<file path="src/rtl/dtg_pkg.sv">
package dtg_pkg;

    typedef enum logic [1:0] {
        ST_IDLE = 2'd0,
        ST_RUN  = 2'd1,
        ST_FILL = 2'd2
    } st_e;

    typedef struct packed {
        logic [7:0] r;
        logic [7:0] g;
        logic [7:0] b;
    } rgb_t;

    localparam int RGB_W = 24;

    // register indices
    localparam logic [3:0] A_CTRL   = 4'd0;
    localparam logic [3:0] A_LINE   = 4'd1;
    localparam logic [3:0] A_FPER   = 4'd2;
    localparam logic [3:0] A_VLEN   = 4'd3;
    localparam logic [3:0] A_HWIN   = 4'd4;
    localparam logic [3:0] A_VBEG   = 4'd5;
    localparam logic [3:0] A_VEND   = 4'd6;
    localparam logic [3:0] A_SKEW   = 4'd7;
    localparam logic [3:0] A_BORDER = 4'd8;
    localparam logic [3:0] A_FILL   = 4'd9;

    // control bits
    localparam int CB_EN    = 0;
    localparam int CB_HNEG  = 1;
    localparam int CB_VNEG  = 2;
    localparam int CB_RECOV = 3;

endpackage

</file>
<file path="src/rtl/dtg_cfg.sv">
module dtg_cfg
    import dtg_pkg::*;
#(
    parameter int HCW = 12,
    parameter int FCW = 24,
    parameter int AW  = 4,
    parameter int DW  = 24
) (
    input  logic           clk,
    input  logic           rst_n,
    input  logic           we,
    input  logic [AW-1:0]  addr,
    input  logic [DW-1:0]  wdata,
    input  logic           commit,
    output logic           en_req,
    output logic           recov,
    output rgb_t           border,
    output rgb_t           fill,
    output logic [HCW-1:0] sh_htot,
    output logic [HCW-1:0] sh_hpw,
    output logic [HCW-1:0] sh_hbeg,
    output logic [HCW-1:0] sh_hend,
    output logic [FCW-1:0] sh_fper,
    output logic [FCW-1:0] sh_vlen,
    output logic [FCW-1:0] sh_vbeg,
    output logic [FCW-1:0] sh_vend,
    output logic           sh_hneg,
    output logic           sh_vneg
);

    localparam int HI = HCW;

    logic [3:0]     p_ctrl;
    logic [HCW-1:0] p_htot, p_hpw, p_hbeg, p_hend;
    logic [FCW-1:0] p_fper, p_vlen, p_vbeg, p_vend, p_skew;

    // programmed copy, written from the port
    always_ff @(posedge clk or negedge rst_n) begin
        if (!rst_n) begin
            p_ctrl <= '0;
            p_htot <= '0;
            p_hpw  <= '0;
            p_hbeg <= '0;
            p_hend <= '0;
            p_fper <= '0;
            p_vlen <= '0;
            p_vbeg <= '0;
            p_vend <= '0;
            p_skew <= '0;
            border <= '0;
            fill   <= '1;
        end else if (we) begin
            case (addr)
                A_CTRL:   p_ctrl <= wdata[3:0];
                A_LINE: begin
                    p_htot <= wdata[HCW-1:0];
                    p_hpw  <= wdata[HI +: HCW];
                end
                A_FPER:   p_fper <= wdata[FCW-1:0];
                A_VLEN:   p_vlen <= wdata[FCW-1:0];
                A_HWIN: begin
                    p_hbeg <= wdata[HCW-1:0];
                    p_hend <= wdata[HI +: HCW];
                end
                A_VBEG:   p_vbeg <= wdata[FCW-1:0];
                A_VEND:   p_vend <= wdata[FCW-1:0];
                A_SKEW:   p_skew <= wdata[FCW-1:0];
                A_BORDER: border <= rgb_t'(wdata[RGB_W-1:0]);
                A_FILL:   fill   <= rgb_t'(wdata[RGB_W-1:0]);
                default:  ;
            endcase
        end
    end

    // shadow copy, loaded only at a frame boundary; skew folded in here
    always_ff @(posedge clk or negedge rst_n) begin
        if (!rst_n) begin
            sh_htot <= '0;
            sh_hpw  <= '0;
            sh_hbeg <= '0;
            sh_hend <= '0;
            sh_fper <= '0;
            sh_vlen <= '0;
            sh_vbeg <= '0;
            sh_vend <= '0;
            sh_hneg <= 1'b0;
            sh_vneg <= 1'b0;
        end else if (commit) begin
            sh_htot <= p_htot;
            sh_hpw  <= p_hpw;
            sh_hbeg <= p_hbeg;
            sh_hend <= p_hend;
            sh_fper <= p_fper;
            sh_vlen <= p_vlen;
            sh_vbeg <= p_vbeg + p_skew;
            sh_vend <= p_vend + p_skew;
            sh_hneg <= p_ctrl[CB_HNEG];
            sh_vneg <= p_ctrl[CB_VNEG];
        end
    end

    assign en_req = p_ctrl[CB_EN];
    assign recov  = p_ctrl[CB_RECOV];

endmodule

</file>
<file path="src/rtl/dtg_count.sv">
module dtg_count #(
    parameter int HCW = 12,
    parameter int FCW = 24
) (
    input  logic           clk,
    input  logic           rst_n,
    input  logic           running,
    input  logic [HCW-1:0] htot,
    input  logic [FCW-1:0] fper,
    output logic [HCW-1:0] hcnt,
    output logic [FCW-1:0] fcnt,
    output logic           frame_end
);

    logic line_end;

    assign line_end  = (hcnt == htot - 1'b1);
    assign frame_end = running && (fcnt == fper - 1'b1);

    always_ff @(posedge clk or negedge rst_n) begin
        if (!rst_n) begin
            hcnt <= '0;
            fcnt <= '0;
        end else if (!running || frame_end) begin
            hcnt <= '0;
            fcnt <= '0;
        end else begin
            hcnt <= line_end ? '0 : hcnt + 1'b1;
            fcnt <= fcnt + 1'b1;
        end
    end

endmodule

</file>
<file path="src/rtl/dtg_fsm.sv">
module dtg_fsm
    import dtg_pkg::*;
(
    input  logic clk,
    input  logic rst_n,
    input  logic en_req,
    input  logic recov,
    input  logic frame_end,
    input  logic starve,
    output st_e  state,
    output logic running,
    output logic filling,
    output logic commit
);

    st_e nstate;

    always_ff @(posedge clk or negedge rst_n) begin
        if (!rst_n) state <= ST_IDLE;
        else        state <= nstate;
    end

    always_comb begin
        nstate = state;
        unique case (state)
            ST_IDLE: if (en_req) nstate = ST_RUN;
            ST_RUN: begin
                if (frame_end)            nstate = en_req ? ST_RUN : ST_IDLE;
                else if (starve && recov) nstate = ST_FILL;
            end
            ST_FILL: if (frame_end)      nstate = en_req ? ST_RUN : ST_IDLE;
            default:                     nstate = ST_IDLE;
        endcase
    end

    always_comb begin
        running = (state != ST_IDLE);
        filling = (state == ST_FILL);
        commit  = (state == ST_IDLE) || frame_end;
    end

endmodule

</file>
<file path="src/rtl/dtg_pix.sv">
module dtg_pix
    import dtg_pkg::*;
#(
    parameter int HCW = 12,
    parameter int FCW = 24
) (
    input  logic           running,
    input  logic           filling,
    input  logic [HCW-1:0] hcnt,
    input  logic [FCW-1:0] fcnt,
    input  logic [HCW-1:0] hpw,
    input  logic [HCW-1:0] hbeg,
    input  logic [HCW-1:0] hend,
    input  logic [FCW-1:0] vlen,
    input  logic [FCW-1:0] vbeg,
    input  logic [FCW-1:0] vend,
    input  logic           hneg,
    input  logic           vneg,
    input  rgb_t           border,
    input  rgb_t           fill,
    input  logic           pix_valid,
    input  rgb_t           pix_data,
    output logic           hsync,
    output logic           vsync,
    output logic           de,
    output logic           pix_ready,
    output logic           starve,
    output logic           vsync_irq,
    output rgb_t           rgb
);

    logic hs_on, vs_on, h_in, v_in;

    always_comb begin
        hs_on     = running && (hcnt < hpw);
        vs_on     = running && (fcnt < vlen);
        h_in      = (hcnt >= hbeg) && (hcnt <= hend);
        v_in      = (fcnt >= vbeg) && (fcnt <= vend);
        de        = running && h_in && v_in;
        pix_ready = de && !filling;
        starve    = de && !pix_valid;
        vsync_irq = running && (fcnt == '0);
        hsync     = hs_on ^ hneg;
        vsync     = vs_on ^ vneg;
        if (!de)                       rgb = border;
        else if (filling || !pix_valid) rgb = fill;
        else                           rgb = pix_data;
    end

endmodule

</file>
<file path="src/rtl/disp_timing_gen.sv">
module disp_timing_gen
    import dtg_pkg::*;
#(
    parameter  int HCW = 12,
    parameter  int FCW = 24,
    localparam int AW  = 4,
    localparam int DW  = (2*HCW > FCW) ? ((2*HCW > RGB_W) ? 2*HCW : RGB_W)
                                       : ((FCW > RGB_W) ? FCW : RGB_W)
) (
    input  logic             clk,
    input  logic             rst_n,
    input  logic             cfg_we,
    input  logic [AW-1:0]    cfg_addr,
    input  logic [DW-1:0]    cfg_wdata,
    input  logic             pix_valid,
    input  logic [RGB_W-1:0] pix_data,
    output logic             pix_ready,
    output logic             hsync,
    output logic             vsync,
    output logic             de,
    output logic [RGB_W-1:0] rgb,
    output logic             vsync_irq
);

    st_e            state;
    logic           running, filling, commit, frame_end, starve;
    logic           en_req, recov, sh_hneg, sh_vneg;
    rgb_t           border_c, fill_c, rgb_c;
    logic [HCW-1:0] sh_htot, sh_hpw, sh_hbeg, sh_hend, hcnt;
    logic [FCW-1:0] sh_fper, sh_vlen, sh_vbeg, sh_vend, fcnt;

    dtg_cfg #(.HCW(HCW), .FCW(FCW), .AW(AW), .DW(DW)) u_cfg (
        .clk(clk), .rst_n(rst_n), .we(cfg_we), .addr(cfg_addr),
        .wdata(cfg_wdata), .commit(commit), .en_req(en_req), .recov(recov),
        .border(border_c), .fill(fill_c),
        .sh_htot(sh_htot), .sh_hpw(sh_hpw), .sh_hbeg(sh_hbeg),
        .sh_hend(sh_hend), .sh_fper(sh_fper), .sh_vlen(sh_vlen),
        .sh_vbeg(sh_vbeg), .sh_vend(sh_vend),
        .sh_hneg(sh_hneg), .sh_vneg(sh_vneg)
    );

    dtg_count #(.HCW(HCW), .FCW(FCW)) u_count (
        .clk(clk), .rst_n(rst_n), .running(running),
        .htot(sh_htot), .fper(sh_fper),
        .hcnt(hcnt), .fcnt(fcnt), .frame_end(frame_end)
    );

    dtg_fsm u_fsm (
        .clk(clk), .rst_n(rst_n), .en_req(en_req), .recov(recov),
        .frame_end(frame_end), .starve(starve), .state(state),
        .running(running), .filling(filling), .commit(commit)
    );

    dtg_pix #(.HCW(HCW), .FCW(FCW)) u_pix (
        .running(running), .filling(filling), .hcnt(hcnt), .fcnt(fcnt),
        .hpw(sh_hpw), .hbeg(sh_hbeg), .hend(sh_hend),
        .vlen(sh_vlen), .vbeg(sh_vbeg), .vend(sh_vend),
        .hneg(sh_hneg), .vneg(sh_vneg),
        .border(border_c), .fill(fill_c),
        .pix_valid(pix_valid), .pix_data(rgb_t'(pix_data)),
        .hsync(hsync), .vsync(vsync), .de(de), .pix_ready(pix_ready),
        .starve(starve), .vsync_irq(vsync_irq), .rgb(rgb_c)
    );

    assign rgb = rgb_c;

endmodule

</file>
<file path="config.mk">
export PLATFORM = sky130hd
export DESIGN_NAME = disp_timing_gen
export DESIGN_NICKNAME = d
export VERILOG_FILES = /design/src/rtl/dtg_pkg.sv /design/src/rtl/dtg_cfg.sv /design/src/rtl/dtg_count.sv /design/src/rtl/dtg_fsm.sv /design/src/rtl/dtg_pix.sv /design/src/rtl/disp_timing_gen.sv
export SDC_FILE = /design/constraint.sdc
export NUM_CORES = 1
export LEC_CHECK = 0
export BUFFER_PORTS_ARGS = -buffer_cell sky130_fd_sc_hd__buf_4
export CAP_MARGIN = 5
export CORE_MARGIN = 3
export CORE_UTILIZATION = 60
export DETAILED_ROUTE_END_ITERATION = 6
export PLACE_DENSITY = 0.78
export SYNTH_ARGS = -nofsm -noshare
export SYNTH_HDL_FRONTEND = slang
export SYNTH_SLANG_ARGS = --single-unit
</file>
<file path="constraint.sdc">
create_clock -name clk -period 4.65 [get_ports clk]
set_input_delay 0.93 -clock clk [delete_from_list [all_inputs] [get_ports clk]]
set_output_delay 0.93 -clock clk [all_outputs]
set_load 0.01 [all_outputs]
</file>
==> run metrics, run 1 <==
status=completed; post-place setup slack=0.7123 ns; largest family of logic cells by synthesized area=multiplexers; share of layout cells above drive strength 1=22.33%; Least-Margin Pin Slew=1.157 ns; number of synthesized register bits=404; CTS Sinks=404; Yosys Warn Count=0; DP Wirelength=36720 um; post-route ant nets=0; Synth Area in Adders=9.276%; Worst EP required=3.72 ns; asr flop ratio synth=100.0%; Post-synth EDFFs=0; crit-path max FO=52; post-synthesis mux area share=15.03%; Final Hold Fails=0; placed cell count=2479; Final #Nets=2283; Syn Area/Cell=10.89 um^2; R2R depth=10; Post-Syn Nets=2199; largest net degree at the start of global routing=110; FMAX=227.4 MHz; final period utilization=94.57%; drt wl/cell=20.41 um; vias in the first global route=15513; Pleak=11.31 nW; Setup crit start=u_count.fcnt[17]; row count=68; Max Transition Viols Final=0; simple-gate area share of the yosys netlist=10.26%; global-route wire length before repair=83860 um; Setup TNS=0 ns; Die ar.=38330 um^2; initial antenna violation count=5; Synth Area in XOR/XNOR=4.540%; gr usage total=27.37%; Port Buffer Count=84; Relative slew margins=22.85%; initial drt markers=921; starting density of the core=61.64%; Hold Path Class=in2async; CP endpoint=rgb[21]; # DRC=0; CTS buffer count=42; H-tree levels=2; Worst Path Arrival=3.47 ns; I/O pins=85; # fillers=2585; Worst Setup Start Kind=register; Clock Path Buffers=3; DIE WIDTH=195.8 um; Post-CTS Setup Inserts=0; die extent in y=195.8 um; r2r endpoint=u_count.hcnt[6]; Critical Path End Type=output pin; core area=35050 um^2; DR vias/cell=5.964; worst skew pair latency=0.55 ns; CTS Hold Buffers Added=0; via count=15238; Cell Area, Synth=21610 um^2; Clock Skews=0.01038 ns; Clock Tree Root=clkbuf_16; wirelength, routed=52140 um; register area share after synthesis=46.93%; Final min period=4.398 ns; Top FF cell, synth=dfrtp_1; Synth Area in Compound Gates=10.19%; Max VDD drop=361.5 uV; reg-to-reg critical path startpoint=u_cfg.sh_fper[2]; final cell count without fillers=2555; Post-Synthesis Cells=1984; library cells used by synthesis=72; WHS=0.4120 ns; Initial DRT Pass Iterations=5; diode count=0; fin worst setup slack=0.2523 ns; total gr overflow=0; Pwr Density=545.9 nW/um^2; R2R setup slack=0.61 ns; maxcap violations=0; routability cong.=0.9326; clk slew on worst S/H paths=0.06 ns; final setup fails=0; CTS tree=done; Design Power=13.16 mW; WS Path Type=reg2out; RSZ-0062 raised after global routing=false; area delta synth->final=11.58%
synth_stat cells (8+ instances only):
cell | number | area, um^2
a211o_1 | 8 | 70.07
a211oi_1 | 10 | 75.07
a21o_1 | 43 | 322.8
a21oi_1 | 67 | 335.3
and3_1 | 19 | 118.9
buf_2 | 17 | 85.08
buf_4 | 11 | 82.58
clkbuf_1 | 36 | 135.1
dfrtp_1 | 380 | 9509
dfstp_2 | 24 | 630.6
ha_1 | 157 | 1964
inv_1 | 130 | 488.0
mux2_2 | 258 | 2905
mux2i_1 | 32 | 320.3
nand2_1 | 162 | 608.1
nand2b_1 | 20 | 125.1
nand3_1 | 34 | 170.2
nand4_1 | 18 | 112.6
nor2_1 | 95 | 356.6
nor2b_1 | 20 | 125.1
nor3_1 | 27 | 135.1
nor4_1 | 15 | 93.84
o211ai_1 | 8 | 60.06
o21a_1 | 8 | 60.06
o21ai_0 | 158 | 790.8
or3_1 | 15 | 93.84
xnor2_1 | 72 | 630.6
xor2_1 | 40 | 350.3
layout by cell type (no fill, tap or decap), drive strengths merged, types with 20 or more instances in the layout:
master,count
o21ai,159
a21oi,67
dfstp,24
a21o,43
xnor2,72
nand3,34
nor3,27
xor2,40
nand2,162
buf,109
ha,157
dfrtp,380
nor2b,20
nand2b,20
clkbuf,68
inv,131
mux2,260
mux2i,32
nor2,95
state kept, by name (all words and copies together) (netlist names), 24 cells and up:
signal	flops
u_cfg.border	24
u_cfg.p_vbeg	24
u_cfg.p_fper	24
u_cfg.p_vlen	24
u_cfg.sh_vlen	24
u_cfg.p_vend	24
u_cfg.fill	24
u_count.fcnt	24
u_cfg.p_skew	24
u_cfg.sh_vbeg	24
u_cfg.sh_fper	24
u_cfg.sh_vend	24
kinds of logic (layout without fill, tap and decap cells):
group	Yosys count	after routing
and+or+nand+nor	459	459
adders and majority gates	159	159
muxes	292	292
buffers and inverters	199	315
AOI/OAI and AO/OA	359	359
xor gates and xnor gates	112	112
DFF	404	404
cell type report:
cell class / instances / area, um^2 / share of cell area, %
multi-input combinational: 1381 / 10680 / 44.31
inverter: 130 / 488.0 / 2.024
timing repair buffer: 109 / 895.9 / 3.716
sequential: 404 / 10140 / 42.06
clock buffer: 68 / 1260 / 5.226
clock inverter: 8 / 73.82 / 0.3062
tap: 455 / 569.3 / 2.361
critical path, stage by stage, from the launching register on:
cell      delay, ns
dfrtp_1        0.51
ha_1           0.37
a21o_1         0.18
a221o_1        0.31
a221o_1        0.39
o21ai_0        0.32
o311ai_4       0.19
buf_8          0.23
o21ai_0        0.23
buf_4          0.16
what timing repair did:
item,CTS,global route
hold endpoints to repair,0,0
endpoints found under the setup margin,0,26
gates resized for setup,0,3
power by group:
group | total, mW | switching (mW) | internal (mW) | leakage (nW)
Clock | 3.28 | 1.37 | 1.91 | 0.648
Sequential | 5.27 | 0.738 | 4.53 | 5.04
Combinational | 4.61 | 2.43 | 2.18 | 5.62
per-stage QoR:
stage | cell area [um^2] | utilization, %
after floorplan | 21610 | -
after global placement | 22770 | 64.95
after detailed placement | 22770 | 64.95
after CTS | 24100 | 68.76
after global routing | 24110 | 68.78
final | 24110 | 68.78
how the worst min path moves through the flow:
stage	start	end	slack [ns]	cells after the start
after floorplan	u_cfg.p_fper[0]	u_cfg.sh_fper[0]	0.44	2
after global placement	u_cfg.p_hend[5]	u_cfg.sh_hend[5]	0.45	2
after detailed placement	u_cfg.p_hpw[5]	u_cfg.sh_hpw[5]	0.46	2
after CTS	rst_n	u_cfg.border[5]	0.47	1
after global routing	rst_n	u_cfg.border[5]	0.48	1
final	rst_n	u_cfg.border[5]	0.41	1
metal layers:
metal / up-vias / wire length (um) / track usage [%] / share of wire (%)
met1: 7650 / 22590 / 36.75 / 43
li1: 7153 / - / - / -
met5: - / 0 / 0 / 0
met2: 331 / 25560 / 46.36 / 49
met3: 104 / 2185 / 3.194 / 4.2
met4: 0 / 1809 / 9.717 / 3.5
Note: power is estimated with default switching activity, not from simulation.
==> run 2, diff against run 1 <==
--- a/config.mk
+++ b/config.mk
@@ -11,6 +11,7 @@
 export CORE_UTILIZATION = 60
 export DETAILED_ROUTE_END_ITERATION = 6
 export PLACE_DENSITY = 0.78
+export REMOVE_ABC_BUFFERS = 1
 export SYNTH_ARGS = -nofsm -noshare
 export SYNTH_HDL_FRONTEND = slang
 export SYNTH_SLANG_ARGS = --single-unit
==> run metrics, run 2 (synthesis results as in run 1) <==
Port Buffer Count=84; Clock Skews=0.02289 ns; Die ar.=38330 um^2; CTS tree=done; via count=15210; Worst EP required=3.72 ns; status=completed; core area=35050 um^2; starting density of the core=61.64%; crit-path max FO=19; DR vias/cell=5.930; wirelength, routed=50430 um; row count=68; diode count=0; total gr overflow=0; WS Path Type=reg2out; area delta synth->final=12.76%; CP max stage delay=0.48 ns; Final #Nets=2293; DIE WIDTH=195.8 um; RSZ-0062 raised after global routing=false; DP Wirelength=34760 um; H-tree levels=2; post-place setup slack=0.1321 ns; crit path cell chain=ha_1 > and3_1 > a2111oi_0 > a21oi_1 > o31a_1 > o311ai_4 > buf_12 > buf_4 > nand2_1 > o21ai_0 > buf_4; Critical Path End Type=output pin; share of layout cells above drive strength 1=23.18%; final period utilization=96.07%; drt wl/cell=19.66 um; FMAX=223.9 MHz; Max Transition Viols Final=0; fin worst setup slack=0.1827 ns; final setup fails=0; initial drt markers=970; Clock Path Buffers=3; maxcap violations=0; Placed Area=22800 um^2; Max VDD drop=419.3 uV; Worst Path Arrival=3.54 ns; routability cong.=0.8480; Least-Margin Pin Slew=0.8966 ns; initial antenna violation count=0; Relative slew margins=40.23%; critical path's slowest cell=a2111oi_0; most frequent CP cell=buf_4; Pwr Density=556.8 nW/um^2; CTS Sinks=404; # fillers=2524; worst skew pair latency=0.56 ns; Design Power=13.57 mW; Pleak=11.45 nW; Final Hold Fails=0; largest net degree at the start of global routing=117; most frequent cells in the layout=dfrtp_1, mux2_2, nand2_1, o21ai_0, ha_1; fin area=24370 um^2; Worst Setup Start Kind=register; post-route ant nets=0; Final min period=4.467 ns; gr usage total=26.51%; clk slew on worst S/H paths=0.06 ns; Clock Tree Root=clkbuf_16; Hold Path Class=in2async; # DRC=0; global-route wire length before repair=82210 um; die extent in y=195.8 um; CTS buffer count=44; commonest non-fill, non-tap cell in the layout=dfrtp_1; vias in the first global route=15608; I/O pins=85; Initial DRT Pass Iterations=5
-- run 2: cell count changes in the layout (fill, tap and decap cells not counted), sizes merged --
cell / previous run / this run
clkinvlp: 2 / 1
clkinv: 4 / 10
buf: 109 / 117
bufinv: 1 / 7
inv: 131 / 132
clkbuf: 68 / 58
-- run 2: stage by stage --
step / std cells / utilization, % / hold slack (ns) / setup TNS, ns
floorplan: 1915 / - / 0.4444 / -544.75
global placement: 2483 / 65.05 / 0.4509 / 0
detailed placement: 2483 / 65.05 / 0.4595 / 0
CTS: 2565 / 69.51 / 0.4701 / 0
global route: 2565 / 69.51 / 0.4950 / 0
finish: 2565 / 69.51 / 0.4369 / 0
-- run 2: area by class of cell --
class                   count  area (um^2)  share of cell area, %
clock buffers              58         1225                  5.027
clock inverters            20        296.5                  1.217
inverters                 130        488.0                  2.003
multi-input cells        1381        10690                  43.85
flip-flops and latches    404        10140                  41.62
well taps                 455        569.3                  2.336
repair buffers            117        960.9                  3.944
-- run 2: what timing repair did --
| item | CTS | global route |
|---|---|---|
| pin swaps | 1 | 0 |
| setup endpoints to repair | 26 | 5 |
| cloned | 0 | 0 |
| setup buffers | 4 | 0 |
| resized for setup | 0 | 2 |
| hold buffers | 0 | 0 |
-- run 2: path summary, 6_finish.rpt --
check                                  from                end  slack (ns)  cells after the start
max reg2reg                u_cfg.sh_fper[2]    u_count.hcnt[5]        0.61                     10
min                                   rst_n    u_cfg.p_hend[5]        0.44                      1
min in group clk           u_cfg.p_vlen[22]  u_cfg.sh_vlen[22]        0.47                      2
min reg2reg                u_cfg.p_vlen[22]  u_cfg.sh_vlen[22]        0.47                      2
max                         u_count.fcnt[5]            rgb[16]        0.18                     11
max in group asynchronous             rst_n      u_cfg.fill[7]        3.09                      2
-- run 2: report_power, final --
| part | switching, mW | internal (mW) | total, mW |
|---|---|---|---|
| clock network | 1.43 | 2.25 | 3.68 |
| logic | 2.46 | 2.20 | 4.66 |
| registers | 0.694 | 4.53 | 5.22 |
| total | 4.59 | 8.98 | 13.6 |
-- run 2: routing by layer --
metal	vias to the layer above	GRT usage, %	part of all wire, %
met5	-	0	0
met4	0	8.582	3.1
met3	87	3.194	4.3
met2	366	42.82	46
met1	7569	37.76	46
li1	7188	-	-
-- run 2: worst max-delay path, delay by kind of cell, from the launching register on --
family / cells / cell delay (ns)
AO/OA/AOI/OAI: 5 / 1.35
adder cells (fa/ha/maj): 1 / 0.35
AND/OR/NAND/NOR: 2 / 0.26
flip-flops: 1 / 0.47
buffers and inverters: 3 / 0.55
==> run 3, diff against run 2 <==
--- a/config.mk
+++ b/config.mk
@@ -12,6 +12,7 @@
 export DETAILED_ROUTE_END_ITERATION = 6
 export PLACE_DENSITY = 0.78
 export REMOVE_ABC_BUFFERS = 1
+export SETUP_SLACK_MARGIN = 0.5
 export SYNTH_ARGS = -nofsm -noshare
 export SYNTH_HDL_FRONTEND = slang
 export SYNTH_SLANG_ARGS = --single-unit
==> run metrics, run 3 (synthesis results as in run 1) <==
status=completed; crit-path max FO=8; Clock Tree Root=clkbuf_16; via count=15526; # DRC=0; Final #Nets=2316; fin worst setup slack=0.4436 ns; Relative slew margins=41.03%; final cell count without fillers=2588; initial drt markers=1086; routability cong.=0.8480; H-tree levels=2; Max VDD drop=429.6 uV; global-route wire length before repair=82810 um; post-place setup slack=0.1321 ns; DIE WIDTH=195.8 um; commonest non-fill, non-tap cell in the layout=dfrtp_1; WS Path Type=reg2out; Final Hold Fails=0; fin area=24880 um^2; starting density of the core=61.64%; Max Transition Viols Final=0; RSZ-0062 raised after global routing=true; Worst Path Arrival=3.28 ns; Placed Area=22800 um^2; largest net degree at the start of global routing=117; Initial DRT Pass Iterations=5; wirelength, routed=52400 um; most frequent cells in the layout=dfrtp_1, mux2_2, nand2_1, ha_1, o21ai_0; maxcap violations=0; Worst EP required=3.72 ns; Least-Margin Pin Slew=0.8814 ns; total gr overflow=0; clk slew on worst S/H paths=0.06 ns; drt wl/cell=20.25 um; Final min period=4.206 ns; share of layout cells above drive strength 1=26.39%; worst skew pair latency=0.57 ns; CTS tree=done; initial antenna violation count=0; Clock Skews=0.02497 ns; Pleak=11.64 nW; post-route ant nets=0; Clock Path Buffers=3; I/O pins=85; FMAX=237.7 MHz; Critical Path End Type=output pin; Port Buffer Count=84; CTS Sinks=404; die extent in y=195.8 um; DP Wirelength=34760 um; Final Util=70.99%; final setup fails=0; Hold Path Class=in2async; Setup TNS=0 ns; Worst Setup Start Kind=register; Pwr Density=554.1 nW/um^2; Die ar.=38330 um^2; area delta synth->final=15.16%; CTS Hold Buffers Added=0; row count=68; vias in the first global route=15722; WHS=0.4495 ns; final period utilization=90.46%; Design Power=13.79 mW; placed cell count=2483; gr usage total=26.70%; core area=35050 um^2; CTS buffer count=44; DR vias/cell=5.999; diode count=0
==> run 3: changes by cell type in the layout (fill, tap and decap cells not counted), moves of 7 or more <==
cell / before / now
o21ai_0: 157 / 131
buf_6: 0 / 7
o21ai_2: 0 / 12
o21ai_1: 2 / 14
buf_4: 110 / 120
dfrtp_2: 1 / 14
dfrtp_1: 379 / 366
==> run 3: per-layer routing <==
metal	wire length, um	GRT usage, %	part of all wire [%]
met1	23530	37.68	45
met4	1509	8.635	2.9
met5	0	0	0
met3	2620	3.521	5.0
met2	24750	43.27	47
==> run 3: area by class of cell <==
cell class | instances | area (um^2)
flip-flops and latches | 404 | 10160
fillers | 2464 | 10170
well taps | 455 | 569.3
clock buffers | 58 | 1225
clock inverters | 20 | 296.5
inverters | 130 | 488.0
multi-input cells | 1381 | 10890
repair buffers | 140 | 1260
==> run 3: path summary, 6_finish.rpt <==
path | depth (start not counted) | endpoint | slack (ns) | from
hold reg to reg | 2 | u_cfg.sh_vlen[11] | 0.47 | u_cfg.p_vlen[11]
min in group clk | 2 | u_cfg.sh_vlen[11] | 0.47 | u_cfg.p_vlen[11]
hold / removal | 1 | u_cfg.p_hend[5] | 0.45 | rst_n
setup reg to reg | 11 | u_count.hcnt[5] | 0.74 | u_cfg.sh_fper[2]
max in group asynchronous | 2 | u_count.fcnt[5] | 3.09 | rst_n
setup / recovery | 12 | rgb[18] | 0.44 | u_count.fcnt[17]
==> run 3: repair_timing <==
item                       in CTS  in global routing
pin swaps                       9                 22
resized for setup              52                 49
setup buffers                   9                 13
cloned                          2                  3
setup endpoints to repair      27                 68
==> run 3: critical path, stage by stage, from the launching register on <==
cell and delay [ns]:
dfrtp_1 0.39, buf_6 0.15, ha_4 0.21, a21o_1 0.15
a221o_1 0.30, a221o_1 0.42, o21ai_2 0.23, o311ai_4 0.13
buf_12 0.18, buf_8 0.14, clkbuf_16 0.15, o21ai_2 0.12
buf_4 0.13
==> run 3: power breakdown <==
part	switching [mW]	internal [mW]	total, mW
combinational	2.57	2.29	4.86
clock	1.45	2.25	3.69
sequential	0.699	4.53	5.23
total	4.71	9.07	13.8
